<file path="src/rtl/vml_pkg.sv">
package vml_pkg;
  localparam int unsigned MODE_W = 2;
  localparam int unsigned DIV_W  = 3;
  typedef logic [MODE_W-1:0] mode_t;
  typedef logic [DIV_W-1:0]  div_t;
endpackage

</file>
<file path="src/rtl/vml_hs_counter.sv">
module vml_hs_counter #(
  parameter int unsigned LATCH_POINT = 4,
  localparam int unsigned CNT_W = $clog2(LATCH_POINT + 2)
) (
  input  logic clk_i,
  input  logic rst_ni,
  input  logic en_i,
  input  logic hsync_i,
  output logic at_point_o
);
  localparam logic [CNT_W-1:0] SAT = CNT_W'(LATCH_POINT + 1);
  localparam logic [CNT_W-1:0] HIT = CNT_W'(LATCH_POINT);

  logic [CNT_W-1:0] cnt_q;

  // counts enabled hsync-high cycles; saturating so the point fires once per pulse
  always_ff @(posedge clk_i or negedge rst_ni) begin
    if (!rst_ni)           cnt_q <= '0;
    else if (en_i) begin
      if (!hsync_i)        cnt_q <= '0;
      else if (cnt_q != SAT) cnt_q <= cnt_q + 1'b1;
    end
  end

  assign at_point_o = en_i && hsync_i && (cnt_q == HIT);
endmodule

</file>
<file path="src/rtl/vml_mode_regs.sv">
module vml_mode_regs
  import vml_pkg::*;
(
  input  logic  clk_i,
  input  logic  rst_ni,
  input  logic  en_i,
  input  logic  wr_i,
  input  mode_t wr_mode_i,
  input  logic  at_point_i,
  output mode_t mode_o,
  output logic  chg_o
);
  mode_t stg_q, act_q;
  logic  chg_q, fire;

  assign fire = at_point_i && (stg_q != act_q);

  always_ff @(posedge clk_i or negedge rst_ni) begin
    if (!rst_ni) begin
      stg_q <= '0;
      act_q <= '0;
      chg_q <= 1'b0;
    end else begin
      if (en_i && wr_i) stg_q <= wr_mode_i;
      if (fire)         act_q <= stg_q;  // old staged value wins over a same-cycle write
      chg_q <= fire;
    end
  end

  assign mode_o = act_q;
  assign chg_o  = chg_q;
endmodule

</file>
<file path="src/rtl/vml_div_decode.sv">
module vml_div_decode
  import vml_pkg::*;
(
  input  mode_t mode_i,
  output div_t  div_o
);
  always_comb begin
    unique case (mode_i)
      2'd1:    div_o = DIV_W'(2);
      2'd2:    div_o = DIV_W'(1);
      default: div_o = DIV_W'(4);
    endcase
  end
endmodule

</file>
<file path="src/rtl/vmode_latch.sv">
module vmode_latch
  import vml_pkg::*;
#(
  parameter int unsigned LATCH_POINT = 4
) (
  input  logic       clk_i,
  input  logic       rst_ni,
  input  logic       en_i,
  input  logic       wr_i,
  input  logic [1:0] wr_mode_i,
  input  logic       hsync_i,
  output logic [1:0] mode_o,
  output logic [2:0] div_o,
  output logic       mode_chg_o
);
  logic  at_point;
  mode_t mode_act;

  vml_hs_counter #(.LATCH_POINT(LATCH_POINT)) u_cnt (
    .clk_i      (clk_i),
    .rst_ni     (rst_ni),
    .en_i       (en_i),
    .hsync_i    (hsync_i),
    .at_point_o (at_point)
  );

  vml_mode_regs u_regs (
    .clk_i      (clk_i),
    .rst_ni     (rst_ni),
    .en_i       (en_i),
    .wr_i       (wr_i),
    .wr_mode_i  (wr_mode_i),
    .at_point_i (at_point),
    .mode_o     (mode_act),
    .chg_o      (mode_chg_o)
  );

  vml_div_decode u_dec (
    .mode_i (mode_act),
    .div_o  (div_o)
  );

  assign mode_o = mode_act;
endmodule

</file>
<file path="config.mk">
export PLATFORM = sky130hd
export DESIGN_NAME = vmode_latch
export DESIGN_NICKNAME = d
export VERILOG_FILES = /design/src/rtl/vml_pkg.sv /design/src/rtl/vml_hs_counter.sv /design/src/rtl/vml_mode_regs.sv /design/src/rtl/vml_div_decode.sv /design/src/rtl/vmode_latch.sv
export SDC_FILE = /design/constraint.sdc
export NUM_CORES = 1
export LEC_CHECK = 0
export BUFFER_PORTS_ARGS = -buffer_cell sky130_fd_sc_hd__clkbuf_2
export CORE_AREA = 8 8 45 47
export DETAILED_ROUTE_END_ITERATION = 8
export DIE_AREA = 0 0 53 55
export PLACE_DENSITY = 0.55
export SYNTH_ARGS = -nofsm -noshare
export SYNTH_HDL_FRONTEND = slang
export SYNTH_SLANG_ARGS = --single-unit
export TNS_END_PERCENT = 30
</file>
<file path="constraint.sdc">
create_clock -name clk_i -period 3.1 [get_ports clk_i]
set_input_delay 0.62 -clock clk_i [delete_from_list [all_inputs] [get_ports clk_i]]
set_output_delay 0.62 -clock clk_i [all_outputs]
set_load 0.05 [all_outputs]
</file>
==> metrics.txt, run 1 <==
Tmin final=1890 ps; R2R Path End=u_regs.mode_o[0]; Total Die Area=2920 sq um; largest net degree at the start of global routing=9; Crit. End Element=output port; # resized after CTS=0; Power per Cell Area=881 nW/um^2; Mean Syn Cell Area=11.6 sq um; clock root buffer=clkbuf_4; HP Class=input port to asynchronous set/reset pin; M1 WL=304 um; Syn Inst Count=36; Starting Density=0.302; Cell variety after synth=12; Top Ports=13; Critical Path, Cell by Cell=inv_1 > ha_1 > clkbuf_2; die height=55 um; Max FO, Critical Path=5; initial DRC count=1; Routed Antenna Nets=0; Max clock buf depth=2; initial antenna violation count=0; r2r setup slk=1900 ps; fmax=529 MHz; Post-Synthesis Cell Area=418 sq um; routed wl met3=100 um; r2r worst-path depth=4; Post-CTS Setup Inserts=0; Setup TNS=0 ps; Final Hold Violating Endpoints=0; cts-stage hold buffer count=0; share of cells above drive strength 1=0.373; dpl cells=64; Synth Register Bits=8; Critical Path RT=2480 ps; arrival time at the worst endpoint=1270 ps; clk slew on worst S/H paths=60 ps; top sig layer=met4; RSZ-0062 raised after global routing=false; post-synthesis sequential area ratio=0.479; period utilization=0.610; Total GRT Usage=0.0644; Reg2Reg Launch Point=u_cnt.cnt_q[0]; Final setup viols=0; Max Cap Viol=0; Rel. slew slack=0.815; width of the chip=53 um; # rows=14; drt first pass iters=2; Syn. warnings=0; CTS Buf Count=3; met2 WL post-DR=300 um; Port Buffer Count=12; Hold Slack=198 ps; CP Class=register to output port; Finished Layout Cells=67; CTS H-tree depth=1; WL per Instance=10.8 um; DRC viols=0; outcome=finished, final reports clean; HPWL Detailed=601 um; Vias=314; GRT overflow=0; syn_nets=48; core area=1380 sq um; Tot Pwr=459 uW; Nets=65; final core utilization=0.376; peak supply drop=288 uV; Leak=0.000269 uW; Worst-Skew Late Latency=260 ps; Final Max Tran Viols=0; largest stage delay on the critical path=420 ps; skew final=7.62 ps; Routed Wire Length=725 um; n_diodes=0; vias per inst=4.69; CTS tree=yes; Slowest cell on crit path=dfrtp_1; Placer Congestion=0.653; global-route wire length before repair=1.30 mm; vias in the first global route=277; synth-to-layout area growth=24.6%; Sink Count=8; crit path launch type=register; Slew @ Worst Pin=279 ps
==> per-stage QoR <==
stage / area [sq um] / setup slack (ps)
6_report: 520 / 1210
3_5_place_dp: 498 / 1460
3_3_place_gp: 498 / 1490
2_1_floorplan: 418 / 1160
4_1_cts: 520 / 1180
5_1_grt: 520 / 1110
==> power by group <==
part	leakage [uW]	internal [uW]	switching [uW]	total [uW]
Combinational	0.000152	59.8	167	227
Clock	0.0000138	44.3	35.6	79.9
Sequential	0.000103	126	25.9	152
==> routing by layer <==
layer	vias to the layer above	global-route usage
met4	0	0.0517
li1	156	-
met2	12	0.0801
met1	143	0.0730
met3	3	0.0455
met5	-	0
==> state kept, by name, summed over array words and instances, names as in the netlist <==
signal / count
u_cnt.cnt_q: 3
u_regs.chg_o: 1
u_regs.mode_o: 2
u_regs.stg_q: 2
==> final cells by class <==
cell class | count | area, sq um
clock buffer | 3 | 22.5
timing repair buffer | 12 | 60.1
inverter | 4 | 15.0
sequential | 8 | 200
multi-input combinational | 24 | 203
fill | 140 | 863
tap | 16 | 20.0
==> Yosys cell counts <==
cell     n  area (sq um)
dfrtp_1  8           200
ha_1     5          62.6
a21oi_1  4          20.0
inv_1    4          15.0
nand2_1  4          15.0
mux2_2   3          33.8
mux2_1   2          22.5
xnor2_1  2          17.5
a22o_1   1          8.76
nand3_1  1          5.00
nand4_2  1          12.5
o21ai_0  1          5.00
==> cells by family after synthesis <==
family / Yosys count / share of synthesized area
flops: 8 / 0.479
compound gates: 6 / 0.0808
simple gates: 6 / 0.0778
mux: 5 / 0.135
fa+ha+maj: 5 / 0.150
buf+inv: 4 / 0.0359
xor+xnor: 2 / 0.0419
==> layout by cell type, fill, tap and decap left out <==
cell type,Yosys,layout
nand4_2,1,1
a22o_1,1,1
inv_1,4,4
clkbuf_2,0,12
nand3_1,1,1
xnor2_1,2,2
mux2_2,3,3
nand2_1,4,4
a21oi_1,4,4
clkbuf_4,0,3
o21ai_0,1,1
ha_1,5,5
mux2_1,2,2
dfrtp_1,8,8
==> how the worst max path moves through the flow <==
stage	cells after the start	slack, ps	start	end
global placement	3	1490	u_regs.mode_o[0]	div_o[2]
global route	3	1110	u_regs.mode_o[0]	div_o[2]
detailed placement	3	1460	u_regs.mode_o[0]	div_o[2]
CTS	3	1180	u_regs.mode_o[0]	div_o[2]
finish	3	1210	u_regs.mode_o[0]	div_o[2]
floorplan	2	1160	u_regs.mode_o[0]	div_o[2]
==> critical path, delay by kind of cell, from the launching register on <==
kind,cells,cell delay [ps]
flip-flops,1,420
adder cells (fa/ha/maj),1,270
buffers and inverters,2,330
Note: power is estimated with default switching activity, not from simulation.
==> run 2, diff against run 1 <==
- ABC_AREA: unset -> 1
- CORE_AREA: 8 8 45 47 -> unset
- CORE_MARGIN: unset -> 8
- CORE_UTILIZATION: unset -> 35
- DIE_AREA: 0 0 53 55 -> unset
- PLACE_DENSITY: 0.55 -> 0.62
- clock period: 3.1 -> 1.6 ns (I/O delays scaled with it)
==> metrics.txt, run 2 <==
crit path launch type=register (unchanged); global-route wire length before repair=1.52 mm (was 1.30 mm); Biggest register=u_cnt.cnt_q (unchanged); core area=1250 sq um (was 1380 sq um); top-count cell post-synth=nand2_1 (was dfrtp_1); CTS H-tree depth=1 (unchanged); clock power share=0.164 (was 0.174); Finished Layout Cells=89 (was 67); final worst setup slack=70.2 ps (was 1210 ps); Final setup viols=0 (unchanged); Routed Antenna Nets=0 (unchanged); CP Class=register to output port (unchanged); Max Cap Viol=0 (unchanged); period utilization=0.956; clk slew on worst S/H paths=50 ps (was 60 ps); initial DRC count=4 (was 1); post-route cell area=574 sq um (was 520 sq um); top_reg_cell synth=dfrtp_1 (unchanged); Post-CTS Setup Inserts=0 (unchanged); Critical Path, Cell by Cell=inv_1 > ha_1 > clkbuf_4 (was inv_1 > ha_1 > clkbuf_2); n_diodes=0 (unchanged); Cell variety after synth=14 (was 12); RSZ-0062 raised after global routing=false (unchanged); met2 WL post-DR=424 um (was 300 um); outcome=finished, final reports clean (unchanged); switching portion of total power=0.523 (was 0.499); Sequential Power Share=0.297 (was 0.331); Post-Synth Simple-Gate Area=0.286 (was 0.0778); Port Buffer Count=12 (unchanged); peak supply drop=1010 uV (was 288 uV); dpl cells=84 (was 64); commonest non-fill, non-tap cell in the layout=nand2_1 (was clkbuf_2); CTS tree=yes (unchanged); routed wl met3=53 um (was 100 um); Post-Place Setup Slack=293 ps (was 1460 ps); M1 WL=403 um (was 304 um); share of cells above drive strength 1=0.270 (was 0.373); Final Hold Violating Endpoints=0 (unchanged); CP bufs+invs=2 (unchanged); area share of the largest cell type after synthesis=0.440 (was 0.479); largest stage delay on the critical path=420 ps (about the same); Crit. End Element=output port (unchanged); WL per Instance=9.98 um (was 10.8 um); post-synthesis sequential area ratio=0.440 (was 0.479); Tmin final=1530 ps; Slew @ Worst Pin=278 ps (was 279 ps); Placement Cell Area=536 sq um (was 498 sq um); Syn. warnings=0 (unchanged); arrival time at the worst endpoint=1210 ps (was 1270 ps); Power per Cell Area=1700 nW/um^2 (was 881 nW/um^2); Placer Congestion=0.771 (was 0.653); synth-to-layout area growth=26.1% (was 24.6%); share of the synthesized area in compound gates (AO/OA/AOI/OAI)=0.0632 (was 0.0808); critical path's top delay family=flip-flops (unchanged); skew final=4.84 ps (was 7.62 ps); largest family of logic cells by synthesized area=simple AND/OR/NAND/NOR gates (was adder cells); Post-Synthesis Cell Area=455 sq um (was 418 sq um); initial antenna violation count=0 (unchanged); Critical Path RT=1280 ps (was 2480 ps); Post-synth top cells=nand2_1, dfrtp_1, inv_1, ha_1, nor2_1 (was dfrtp_1, ha_1, a21oi_1, inv_1, nand2_1); drt first pass iters=4 (was 2); CTS Buf Count=3 (unchanged); Max FO, Critical Path=4 (was 5); Vias=390 (was 314); Top Ports=13 (unchanged); Comb power frac=0.539 (was 0.495); DRC viols=0 (unchanged); Leak=0.000327 uW (was 0.000269 uW); Final Max Tran Viols=0 (unchanged); # rows=13 (was 14); vias in the first global route=374 (was 277); largest net degree at the start of global routing=9 (unchanged); clock root buffer=clkbuf_4 (unchanged); HP Class=input port to register (was input port to asynchronous set/reset pin); Total GRT Usage=0.0745 (was 0.0644); Sink Count=8 (unchanged); adder-cell area share of the yosys netlist=0.137 (was 0.150); post-synthesis mux area share=0 (was 0.135); Rel. slew slack=0.815 (about the same); switching power=511 uW (was 229 uW); # fillers=124 (was 140); post-synthesis xor/xnor area fraction=0 (was 0.0419); width of the chip=52.1 um (was 53 um); most frequent cells in the layout=nand2_1, clkbuf_2, inv_1 (was clkbuf_2, dfrtp_1, ha_1); Max clock buf depth=2 (unchanged); Total Die Area=2710 sq um (was 2920 sq um); Worst-Skew Late Latency=250 ps (was 260 ps); Routed Wire Length=888 um (was 725 um); fmax=654 MHz; Mean Syn Cell Area=7.99 sq um (was 11.6 sq um); Synth area leader=dfrtp_1 (unchanged); Post-synth EDFFs=0 (unchanged); syn_nets=69 (was 48); Starting Density=0.364 (was 0.302); GRT overflow=0 (unchanged); Slowest cell on crit path=dfrtp_2 (was dfrtp_1); Synth Register Bits=8 (unchanged); top sig layer=met4 (unchanged); HPWL Detailed=710 um (was 601 um); Nets=87 (was 65); max reg flops=3 (unchanged); cell-internal power=466 uW (was 230 uW); Area contributors post-synth=dfrtp_1, nand2_1, ha_1, inv_1, nor2_1 (was dfrtp_1, ha_1, mux2_2, mux2_1, a21oi_1); fraction of registers with async set/reset=1.00 (unchanged); vias per inst=4.38 (was 4.69); die height=52.1 um (was 55 um); Syn Inst Count=57 (was 36); Setup TNS=0 ps (unchanged)
run 2: changes by cell type after synthesis, sizes merged:
| cell | change |
|---|---|
| a21oi | -1 |
| a22o | -1 |
| inv | +5 |
| mux2 | -5 |
| nand2 | +17 |
| nand3 | +1 |
| nand4 | +1 |
| nor2 | +5 |
| o21ai | +1 |
| xnor2 | -2 |
run 2: kinds of logic after synthesis:
logic type | Yosys count
and+or+nand+nor | 30
buffers and inverters | 9
DFF | 8
AOI/OAI and AO/OA | 5
adders and majority gates | 5
run 2: worst reg2reg max path, stage by stage (launching register included):
cell and delay, ps:
dfrtp_1 410, inv_1 90, ha_1 140, nand2_1 80
nor2_4 140, o21ai_0 90
run 2: routing by layer:
metal  vias to the layer above  global-route usage
met5                         -                   0
met4                         0              0.0398
met3                         2              0.0399
met2                         9               0.114
met1                       167              0.0807
li1                        212                   -
run 2: cell type report:
cell class / instances / area, sq um / share of cell area
Multi-Input combinational cell: 40 / 221 / 0.386
Timing Repair Buffer: 13 / 72.6 / 0.126
Clock buffer: 4 / 26.3 / 0.0458
Tap cell: 15 / 18.8 / 0.0327
Inverter: 9 / 33.8 / 0.0588
Sequential cell: 8 / 201 / 0.351
run 2: timing repair:
| action | in CTS | in global routing |
|---|---|---|
| hold buffers | 1 | 0 |
| hold endpoints to repair | 8 | 0 |
| gates resized for setup | 0 | 2 |
| endpoints found under the setup margin | 0 | 1 |
run 2: final timing paths:
kind                                   from          endpoint  slack (ps)  cells after the start
setup / recovery           u_regs.mode_o[0]          div_o[2]          70                      3
hold / removal                 wr_mode_i[1]   u_regs.stg_q[1]         330                      3
setup reg to reg             u_cnt.cnt_q[0]  u_regs.mode_o[1]         520                      5
hold reg to reg             u_regs.stg_q[1]  u_regs.mode_o[1]         520                      2
max in group asynchronous            rst_ni  u_regs.mode_o[0]         960                      2
min in group asynchronous            rst_ni    u_cnt.cnt_q[1]         450                      2
run 2: power by group through the flow:
stage / clock network, uW / logic [uW] / registers [uW]
floorplan: 0 / 342 / 377
finish: 160 / 526 / 290
global placement: 0 / 516 / 289
global route: 181 / 570 / 298
detailed placement: 0 / 518 / 294
CTS: 168 / 521 / 290
run 2: per-stage QoR:
step                      total power, uW   util  hold WS, ps
final                                 976  0.459          326
after CTS                             980  0.457          319
after detailed placement              812  0.428          177
after global routing                 1050  0.459          325
after global placement                805  0.428          177
after floorplan                       719      -         24.4
==> run 3, diff against run 2 <==
- CORE_MARGIN: 8 -> unset
==> metrics.txt, run 3 (synthesized netlist as in run 2, its figures left out) <==
outcome=finished, final reports clean (unchanged); Total GRT Usage=0.180 (was 0.0745); skew final=18.6 ps (was 4.84 ps); n_diodes=0 (unchanged); vias per inst=4.56 (was 4.38); hold path start=wr_mode_i[1] (unchanged); most frequent cells in the layout=nand2_1, clkbuf_2, inv_1, dfrtp_1, ha_1 (was nand2_1, clkbuf_2, inv_1); Power per Cell Area=1740 nW/um^2 (was 1700 nW/um^2); Biggest register=u_cnt.cnt_q (unchanged); HP Class=input port to register (unchanged); Placement Cell Area=534 sq um (was 536 sq um); Sink Count=8 (unchanged); Placer Congestion=0.786 (was 0.771); Starting Density=0.394 (was 0.364); Setup TNS=0 ps (unchanged); Hold Slack=321 ps (was 326 ps); Worst-Skew Late Latency=270 ps (was 250 ps); RSZ-0062 raised after global routing=false (unchanged); period utilization=0.947 (was 0.956); arrival time at the worst endpoint=1200 ps (was 1210 ps); final core utilization=0.496 (was 0.459); global-route wire length before repair=1.69 mm (was 1.52 mm); CTS Buf Count=3 (unchanged); Reg2Reg Launch Point=u_cnt.cnt_q[0] (unchanged); DRC viols=0 (unchanged); dpl cells=83 (was 84); fmax=660 MHz (was 654 MHz); largest net degree at the start of global routing=9 (unchanged); Max FO, Critical Path=4 (unchanged); Vias=401 (was 390); Tmin final=1520 ps (was 1530 ps); Crit. End Element=output port (unchanged); core area=1160 sq um (was 1250 sq um); CP Class=register to output port (unchanged); peak supply drop=766 uV (was 1010 uV); Leak=0.000326 uW (was 0.000327 uW); WL per Instance=10.2 um (was 9.98 um); # fillers=119 (was 124); vias in the first global route=398 (was 374); Crit. Startpoint=u_regs.mode_o[1] (was u_regs.mode_o[0]); commonest non-fill, non-tap cell in the layout=nand2_1 (unchanged); Finished Layout Cells=88 (was 89); # rows=12 (was 13); Final Max Tran Viols=0 (unchanged); CTS tree=yes (unchanged); Nets=87 (unchanged); Rel. slew slack=0.811 (was 0.815); HPWL Detailed=651 um (was 710 um); crit path launch type=register (unchanged); width of the chip=38.1 um (was 52.1 um); GRT overflow=0 (unchanged); share of cells above drive strength 1=0.284 (was 0.270); Max clock buf depth=2 (unchanged); Slew @ Worst Pin=285 ps (was 278 ps); initial DRC count=11 (was 4); Max Cap Viol=0 (unchanged); Port Buffer Count=12 (unchanged); Routed Wire Length=897 um (was 888 um); post-route cell area=573 sq um (was 574 sq um); CTS H-tree depth=1 (unchanged); clk slew on worst S/H paths=70 ps (was 50 ps); initial antenna violation count=0 (unchanged); Routed Antenna Nets=0 (unchanged); clock root buffer=clkbuf_4 (unchanged); Final setup viols=0 (unchanged); drt first pass iters=4 (unchanged); die height=38.1 um (was 52.1 um); Final Hold Violating Endpoints=0 (unchanged); Total Die Area=1450 sq um (was 2710 sq um); max reg flops=3 (unchanged); Critical Path RT=1280 ps (about the same); synth-to-layout area growth=25.8% (was 26.1%); Top Ports=13 (unchanged)
-- run 3: cell types whose count changed in the layout (fill, tap and decap cells not counted) --
cell and delta:
buf_4 +1, inv_1 -1, clkbuf_4 -1, clkbuf_2 -2, inv_2 +1, buf_2 +2
-- run 3: final timing paths --
check | end | slack [ps] | depth (start not counted)
worst min-delay path | u_regs.stg_q[1] | 320 | 3
max in group asynchronous | u_cnt.cnt_q[1] | 960 | 2
worst max register to register | u_regs.chg_o | 540 | 6
min in group asynchronous | u_regs.mode_o[1] | 440 | 2
worst max-delay path | div_o[1] | 80 | 3
worst min register to register | u_regs.mode_o[1] | 500 | 2
-- run 3: timing repair --
item	in CTS	in global routing
endpoints found under the hold margin	8	0
buffers inserted	0	0
setup endpoints to repair	0	3
resized for setup	0	6
hold buffers	1	0
-- run 3: critical path, stage by stage, from the launching register on --
cell	delay [ps]
dfrtp_1	410
inv_1	100
ha_1	150
buf_2	260
-- run 3: stage by stage --
step	worst slack [ps]	power, uW
2_1_floorplan	72.8	719
3_3_place_gp	326	801
3_5_place_dp	299	813
4_1_cts	10.1	989
5_1_grt	2.39	1070
6_report	84.2	999
-- run 3: routing by layer --
metal | track usage | wire length (um) | up-vias
li1 | - | - | 212
met1 | 0.200 | 392 | 175
met2 | 0.288 | 423 | 12
met3 | 0.105 | 73 | 2
met4 | 0.0536 | 7 | 0
met5 | 0 | 0 | -
-- run 3: area by class of cell --
cell class / count / area (sq um) / area share
well taps: 14 / 17.5 / 0.0306
multi-input cells: 40 / 221 / 0.386
flip-flops and latches: 8 / 201 / 0.352
clock buffers: 4 / 26.3 / 0.0459
repair buffers: 13 / 72.6 / 0.127
inverters: 9 / 33.8 / 0.0590
-- run 3: power by group --
| part | internal (uW) | switching, uW |
|---|---|---|
| combinational | 130 | 406 |
| sequential | 247 | 44.1 |
| clock | 95.7 | 75.8 |
